## config.mk

```make
export PLATFORM = sky130hd
export DESIGN_NAME = status_stream_slave
export DESIGN_NICKNAME = d
export VERILOG_FILES = /design/src/rtl/status_stream_pkg.sv /design/src/rtl/ss_pin_sync.sv /design/src/rtl/ss_opcode_rx.sv /design/src/rtl/ss_status_tx.sv /design/src/rtl/status_stream_slave.sv
export SDC_FILE = /design/constraint.sdc
export NUM_CORES = 1
export LEC_CHECK = 0
export ABC_AREA = 1
export BUFFER_PORTS_ARGS = -buffer_cell sky130_fd_sc_hd__buf_2
export CORE_ASPECT_RATIO = 1.4
export CORE_MARGIN = 2
export CORE_UTILIZATION = 50
export CTS_BUF_LIST = sky130_fd_sc_hd__clkbuf_8
export DETAILED_ROUTE_END_ITERATION = 12
export PLACE_DENSITY = 0.79
export REMOVE_ABC_BUFFERS = 1
export SYNTH_ARGS = -nofsm -noshare
export SYNTH_HDL_FRONTEND = slang
export SYNTH_SLANG_ARGS = --single-unit
```

## constraint.sdc

```tcl
create_clock -name clk_i -period 1.17 [get_ports clk_i]
set_input_delay 0.0585 -clock clk_i [delete_from_list [all_inputs] [get_ports clk_i]]
set_output_delay 0.0585 -clock clk_i [all_outputs]
set_load 0.005 [all_outputs]
```

## src/rtl/status_stream_pkg.sv

```systemverilog
package status_stream_pkg;
  localparam int unsigned BYTE_W = 8;
  localparam int unsigned DENS_W = 4;
  localparam logic [BYTE_W-1:0] OPC_STATUS_LO = 8'h57;
  localparam logic [BYTE_W-1:0] OPC_STATUS_HI = 8'hD7;

  function automatic logic is_status_opc(input logic [BYTE_W-1:0] opc);
    return (opc == OPC_STATUS_LO) || (opc == OPC_STATUS_HI);
  endfunction

  function automatic logic [BYTE_W-1:0] pack_status(input logic ready,
                                                    input logic mismatch,
                                                    input logic [DENS_W-1:0] dens);
    return {ready, mismatch, dens, 2'b00};
  endfunction
endpackage

```

## src/rtl/ss_pin_sync.sv

```systemverilog
module ss_pin_sync #(
  parameter int unsigned WIDTH = 1,
  parameter int unsigned STAGES = 2,
  parameter logic [WIDTH-1:0] RST_VAL = '0
) (
  input  logic             clk_i,
  input  logic             rst_ni,
  input  logic [WIDTH-1:0] d_i,
  output logic [WIDTH-1:0] q_o
);
  localparam int unsigned CW = STAGES * WIDTH;

  logic [CW-1:0] chain_q;
  logic [CW-1:0] chain_d;

  if (STAGES == 1) begin : g_single
    assign chain_d = d_i;
  end else begin : g_multi
    assign chain_d = {chain_q[CW-WIDTH-1:0], d_i};
  end

  always_ff @(posedge clk_i or negedge rst_ni) begin
    if (!rst_ni) chain_q <= {STAGES{RST_VAL}};
    else         chain_q <= chain_d;
  end

  assign q_o = chain_q[CW-1 -: WIDTH];
endmodule

```

## src/rtl/ss_opcode_rx.sv

```systemverilog
module ss_opcode_rx
  import status_stream_pkg::*;
(
  input  logic clk_i,
  input  logic rst_ni,
  input  logic cs_n_i,
  input  logic sck_rise_i,
  input  logic si_i,
  output logic hit_o
);
  localparam int unsigned CNT_W = $clog2(BYTE_W);

  logic [CNT_W-1:0]  cnt_q;
  logic              done_q;
  logic              hit_q;
  logic [BYTE_W-2:0] sh_q;

  always_ff @(posedge clk_i or negedge rst_ni) begin
    if (!rst_ni) begin
      cnt_q  <= '0;
      done_q <= 1'b0;
      hit_q  <= 1'b0;
      sh_q   <= '0;
    end else if (cs_n_i) begin
      // deselect discards any partial opcode
      cnt_q  <= '0;
      done_q <= 1'b0;
      hit_q  <= 1'b0;
    end else if (sck_rise_i && !done_q) begin
      sh_q  <= {sh_q[BYTE_W-3:0], si_i};
      cnt_q <= cnt_q + 1'b1;
      if (cnt_q == CNT_W'(BYTE_W - 1)) begin
        done_q <= 1'b1;
        hit_q  <= is_status_opc({sh_q, si_i});
      end
    end
  end

  assign hit_o = hit_q;

  assert_hit_after_full_opcode_R2: assert property (@(posedge clk_i) disable iff (!rst_ni)
    $rose(hit_q) |-> ($past(cnt_q) == CNT_W'(BYTE_W - 1)) && $past(sck_rise_i));
endmodule

```

## src/rtl/ss_status_tx.sv

```systemverilog
module ss_status_tx
  import status_stream_pkg::*;
(
  input  logic              clk_i,
  input  logic              rst_ni,
  input  logic              cs_n_i,
  input  logic              sck_fall_i,
  input  logic              hit_i,
  input  logic [BYTE_W-1:0] status_i,
  output logic              so_o,
  output logic              oe_o
);
  localparam int unsigned IDX_W = $clog2(BYTE_W);

  logic [IDX_W-1:0]  idx_q;
  logic [BYTE_W-1:0] snap_q;
  logic              so_q;
  logic              oe_q;

  always_ff @(posedge clk_i or negedge rst_ni) begin
    if (!rst_ni) begin
      idx_q  <= '0;
      snap_q <= '0;
      so_q   <= 1'b0;
      oe_q   <= 1'b0;
    end else if (cs_n_i) begin
      idx_q <= '0;
      so_q  <= 1'b0;
      oe_q  <= 1'b0;
    end else if (hit_i && sck_fall_i) begin
      oe_q  <= 1'b1;
      idx_q <= idx_q + 1'b1;
      if (idx_q == '0) begin
        // new copy: sample live status, launch MSB
        snap_q <= status_i;
        so_q   <= status_i[BYTE_W-1];
      end else begin
        so_q <= snap_q[~idx_q];
      end
    end
  end

  assign so_o = so_q;
  assign oe_o = oe_q;

  assert_snapshot_held_R7: assert property (@(posedge clk_i) disable iff (!rst_ni)
    (idx_q != '0) |=> $stable(snap_q));

  assert_enable_needs_opcode_R4: assert property (@(posedge clk_i) disable iff (!rst_ni)
    oe_q |-> hit_i);

  assert_copy_starts_msb_R6: assert property (@(posedge clk_i) disable iff (!rst_ni)
    (sck_fall_i && hit_i && !cs_n_i && idx_q == '0) |=> so_q == $past(status_i[BYTE_W-1]));
endmodule

```

## src/rtl/status_stream_slave.sv

```systemverilog
module status_stream_slave
  import status_stream_pkg::*;
#(
  parameter int unsigned SYNC_STAGES = 2,
  parameter logic [DENS_W-1:0] DENSITY_CODE = 4'b0111
) (
  input  logic clk_i,
  input  logic rst_ni,
  input  logic sck_i,
  input  logic cs_ni,
  input  logic si_i,
  input  logic ready_i,
  input  logic cmp_mismatch_i,
  output logic so_o,
  output logic so_oe_o
);
  localparam int unsigned PIN_W = 3;
  localparam logic [PIN_W-1:0] PIN_IDLE = 3'b010; // sck low, cs high, si low

  logic [PIN_W-1:0]  pins_s;
  logic              sck_s, cs_n_s, si_s;
  logic              sck_q;
  logic              sck_rise, sck_fall;
  logic              hit;
  logic              tx_so, tx_oe;
  logic [BYTE_W-1:0] status_live;

  ss_pin_sync #(
    .WIDTH  (PIN_W),
    .STAGES (SYNC_STAGES),
    .RST_VAL(PIN_IDLE)
  ) u_sync (
    .clk_i (clk_i),
    .rst_ni(rst_ni),
    .d_i   ({sck_i, cs_ni, si_i}),
    .q_o   (pins_s)
  );

  assign {sck_s, cs_n_s, si_s} = pins_s;

  always_ff @(posedge clk_i or negedge rst_ni) begin
    if (!rst_ni) sck_q <= 1'b0;
    else         sck_q <= sck_s;
  end

  assign sck_rise = sck_s & ~sck_q;
  assign sck_fall = ~sck_s & sck_q;

  assign status_live = pack_status(ready_i, cmp_mismatch_i, DENSITY_CODE);

  ss_opcode_rx u_rx (
    .clk_i     (clk_i),
    .rst_ni    (rst_ni),
    .cs_n_i    (cs_n_s),
    .sck_rise_i(sck_rise),
    .si_i      (si_s),
    .hit_o     (hit)
  );

  ss_status_tx u_tx (
    .clk_i     (clk_i),
    .rst_ni    (rst_ni),
    .cs_n_i    (cs_n_s),
    .sck_fall_i(sck_fall),
    .hit_i     (hit),
    .status_i  (status_live),
    .so_o      (tx_so),
    .oe_o      (tx_oe)
  );

  // release the pad as soon as the raw select rises
  assign so_oe_o = tx_oe & ~cs_ni;
  assign so_o    = so_oe_o & tx_so;

  assert_deselect_clears_R8: assert property (@(posedge clk_i) disable iff (!rst_ni)
    cs_n_s |=> !tx_oe);

  assert_rx_tx_same_select_R1: assert property (@(posedge clk_i) disable iff (!rst_ni)
    cs_n_s |=> !hit);
endmodule

```

-- Yosys cells after proc, flatten, opt, wreduce, memory -nomap -nowiden
Cells that the tools add are included.
- register bits after elaboration: 29
- bits of input ports: 7
- word-level logic and storage cells: 53
- add/subtract/negate cells: 2
- $lt $le $gt $ge: 1
- equality and inequality tests: 3
- multiplexer cells: 17
- bitwise logic cells: 9
- reduce and logical (&&, ||, !) cells: 11
- operators with widths (operator ; count):
    1-bit two-way mux ; 12
    3-bit two-way mux ; 4
    8-bit by 7-bit == test with 1-bit output, second input constant ; 1
    8-bit == test, second input constant ; 1
    3-bit by 1-bit adder with 3-bit output, second input constant ; 2
    2-bit nonzero test ; 3
    1-bit AND ; 4
    3-bit by 4-bit < comparator with 1-bit output, second input constant ; 1
    1-bit inverter ; 4
    2-bit AND reduction ; 2
    1-bit binary-select mux with 3-bit select ; 1
    3-bit == test, second input constant ; 1
    3-bit logical NOT ; 1
    3-bit inverter ; 1
    3-bit AND reduction ; 1
    1-bit logical AND ; 2
    1-bit logical NOT ; 1
    1-bit logical OR ; 1

-- Logic depth before layout (Yosys ltp)
- word-level depth: 6
- mapped depth: 8

-- Hierarchy
Synthesis repeated with hierarchy kept, for this count alone.
- cell total of the unflattened synthesis: 157
- area total of the unflattened synthesis: 1422.6 sq um
- by module, submodules not included (module ; times used ; cells an instance ; area an instance (sq um) ; sequential area each (sq um)):
    ss_status_tx ; 1 ; 80 ; 650.6 ; 325.3
    ss_opcode_rx ; 1 ; 56 ; 525.5 ; 275.3
    ss_pin_sync ; 1 ; 9 ; 175.2 ; 152.6
    status_stream_slave ; 1 ; 12 ; 71.3 ; 25.0

-- Worst setup path after synthesis
OpenSTA, ideal clock, no wires.
- kind: reg-to-reg
- start: register u_tx.idx_q[0]
- end: register u_tx.snap_q[4]
- setup time: 127 ps
- arrival: 1064 ps
- data required time: 1043 ps
- setup slack: -21 ps
- cell stages (with the launch flop): 6
- path buffers: 0
- path through: dfrtp_1 inv_1 ha_1 nand2_1 nor2_2 or2_2
- cells in the longest elaborated chain, start to end: 2
- RTL lines (what ; RTL line ; RTL):
    start, declared ; ss_status_tx.sv:15 ; logic [IDX_W-1:0] idx_q;
    start signal, assigned ; ss_status_tx.sv:32 ; idx_q <= idx_q + 1'b1;
    3-bit logical NOT ; ss_status_tx.sv:33 ; if (idx_q == '0) begin
    3-bit AND reduction (no source line) ; n/a ;
    end signal, assigned ; ss_status_tx.sv:35 ; snap_q <= status_i;
    end, declared ; ss_status_tx.sv:16 ; logic [BYTE_W-1:0] snap_q;
No other way between the ends.
A chain may end at the register's enable or synchronous reset.

-- Worst setup path in the final report
- start: register u_tx.idx_q[1]
- end: register u_tx.snap_q[7]
The elaborated chain is that of the path after synthesis.

==> results.txt <==
status = complete, but fails checks
failing checks = negative hold slack
GPL Wtd Cong = 0.932
Num CTS Buffers = 3
layout cells sized above 1 = 29.5%
post-synth top area cell = dfrtp_1
Avg Inst Size Synth = 9.47 sq um
Critical Path RT = 1.38 ns
ANT cells = 0
Fillers = 167
Worst-Margin Slew = 0.561 ns
post-route ant nets = 0
synth-to-layout area growth = 22.2%
skew final = 0.00146 ns
share of the synthesized area in the top cell type = 54.7%
worst hold path startpoint = cmp_mismatch_i
port buffer count = 8
hold slack = -0.00148 ns
initial cell density of the core = 51.6%
yosys warns = 0
FF+latch count, synth = 26
Yosys cell types = 18
Die Span X = 43.6 um
CTS tree = built
Max Cap Viol = 0
root buffer cell = clkbuf_8
Power Density = 1230 nW/um^2
io pins = 9
RSZ-0062 raised after global routing = true
Crit Path Max Fanout = 3
Post-Syn Area = 1100 sq um
vias per std cell = 5.14
clk_lat worst skew = 0.27 ns
CTS H-Tree Depth = 1
number of global-route vias before repair = 809
leakage power = 0.000677 uW
Nets = 151
maximum VDD drop = 0.746 mV
Placed Cells = 150
Hold Crit Depth = 3
Slew HR = 62.6%
vias = 827
GRT Overall Usage = 18.4%
Final Slew Violations = 0
Chip Height = 59.5 um
total grt overflow = 0
final number of setup-violating endpoints = 0
Worst setup EP type = flip-flop
Setup crit start = u_tx.idx_q[1]
clock-pin slew on the worst setup and hold paths = 0.09 ns
worst setup path class = flip-flop to flip-flop
core area = 2130 sq um
# DRC = 0
WL final = 2.07 mm
Avg WL per Cell = 12.8 um
initial antenna violation count = 0
worst min path class = primary input to flip-flop
maximum number of pins on one net before global-route repair = 27
clock sink count = 26
minimum clock period = 1.17 ns
Reg2Reg Launch Point = u_tx.idx_q[1]
CTS Buffer Depth = 2
final hold vios = 1
drt first pass iters = 4
Fmax = 856 MHz
dpl hpwl = 1.37 mm
# rows = 20
initial drt markers = 34
Post-Layout Cell Count = 161
first-pass GRT wire length = 3.53 mm
Crit path arrival time = 1.38 ns
CP startpoint kind = flip-flop
die footprint = 2590 sq um
Synth area leaders = dfrtp_1, nand2_1, dfstp_2
Seq/Total Area, Yosys = 59.5%
R2R cell count = 7
Syn Inst Count = 116
fin crit share = 99.9%
through the flow:
stage / util, % / instance area (sq um) / worst slack [ns] / setup TNS, ns / total power [uW]
after floorplan: - / 1100 / -0.0209 / -0.0209 / 1070
after global placement: 56.2 / 1200 / 0.0280 / 0 / 1120
after detailed placement: 56.2 / 1200 / -0.00265 / -0.00265 / 1130
after CTS: 60.7 / 1290 / 0.0124 / 0 / 1640
after global routing: 63.1 / 1340 / -0.0760 / -0.419 / 1720
final: 63.1 / 1340 / 0.00143 / 0 / 1650
where the power goes:
part	internal (uW)	total [uW]	switching [uW]
logic	58.5	142	83.7
registers	961	1000	39.1
clock network	235	505	270
final timing paths:
kind | to | slack [ns]
max in group asynchronous | u_rx.sh_q[5] | 0.49
worst max register to register | u_tx.snap_q[7] | 0.001
worst max-delay path | u_tx.snap_q[7] | 0.001
min in group asynchronous | u_tx.oe_o | 0.31
worst min-delay path | u_tx.snap_q[6] | -0.001
worst min register to register | u_sync.chain_q[4] | 0.36
repair_timing:
| action | CTS | global route |
|---|---|---|
| setup endpoints to repair | 3 | 11 |
| endpoints found under the hold margin | 27 | 0 |
| setup buffers | 1 | 2 |
| pin swaps | 0 | 6 |
| gates resized for setup | 2 | 17 |
| gates cloned | 0 | 0 |
| hold buffers | 4 | 0 |
routing by layer:
metal	part of all wire [%]	global-route usage (%)
met3	3.4	3.66
met1	43	23.4
met2	52	30.3
met5	0	0
met4	1.3	7.79
cells by family after synthesis:
family	share of synthesized area [%]
DFF	59.5
buffers and inverters	5.92
adders and majority gates	4.56
AOI/OAI and AO/OA	5.47
and+or+nand+nor	24.6
critical path, stage by stage (launching register included):
cell	delay, ns
dfrtp_1	0.41
inv_2	0.08
ha_2	0.20
nand2_2	0.09
nor2_2	0.13
buf_4	0.12
nand2_1	0.04
nand2_1	0.05
registers in the layout (all words and copies together), names as in the netlist:
name            cells
u_rx.sh_q           6
u_sync.chain_q      6
u_rx.cnt_q          3
u_tx.idx_q          3
u_tx.snap_q         3
sck_q               1
u_rx.done_q         1
u_rx.hit_o          1
u_tx.oe_o           1
u_tx.so_o           1
cells in the final DEF, fill, tap and decap left out, types with 2 or more instances in the layout:
cell and n:
inv_1 11, ha_1 3, o21ai_0 5, dlygate4sd3_1 4, nand3_1 9, dfstp_2 2, nand2_2 4, nor2_2 3
nor3_1 2, clkbuf_8 3, dfrtp_1 24, a21oi_1 3, o21ai_1 3, nor2_1 2, inv_2 5, buf_4 7
buf_2 8, nand2_1 31
synthesized netlist by cell type (all sizes together):
cell    count
nand3      11
nor3b       1
nand2      36
clkinv      1
a21oi       3
nor2        6
or2         1
dfrtp      24
dfstp       2
inv        15
ha          4
nor3        3
o21ai       9
final cells by class:
| cell class | count | area, sq um | share of cell area [%] |
|---|---|---|---|
| multi-input combinational | 74 | 419 | 31.2 |
| sequential | 26 | 653 | 48.6 |
| timing repair buffer | 19 | 133 | 9.88 |
| inverter | 16 | 65.1 | 4.85 |
| clock buffer | 3 | 41.3 | 3.08 |
| clock inverter | 1 | 3.75 | 0.280 |
| tap | 22 | 27.5 | 2.05 |
(Power assumes the default switching activity.)
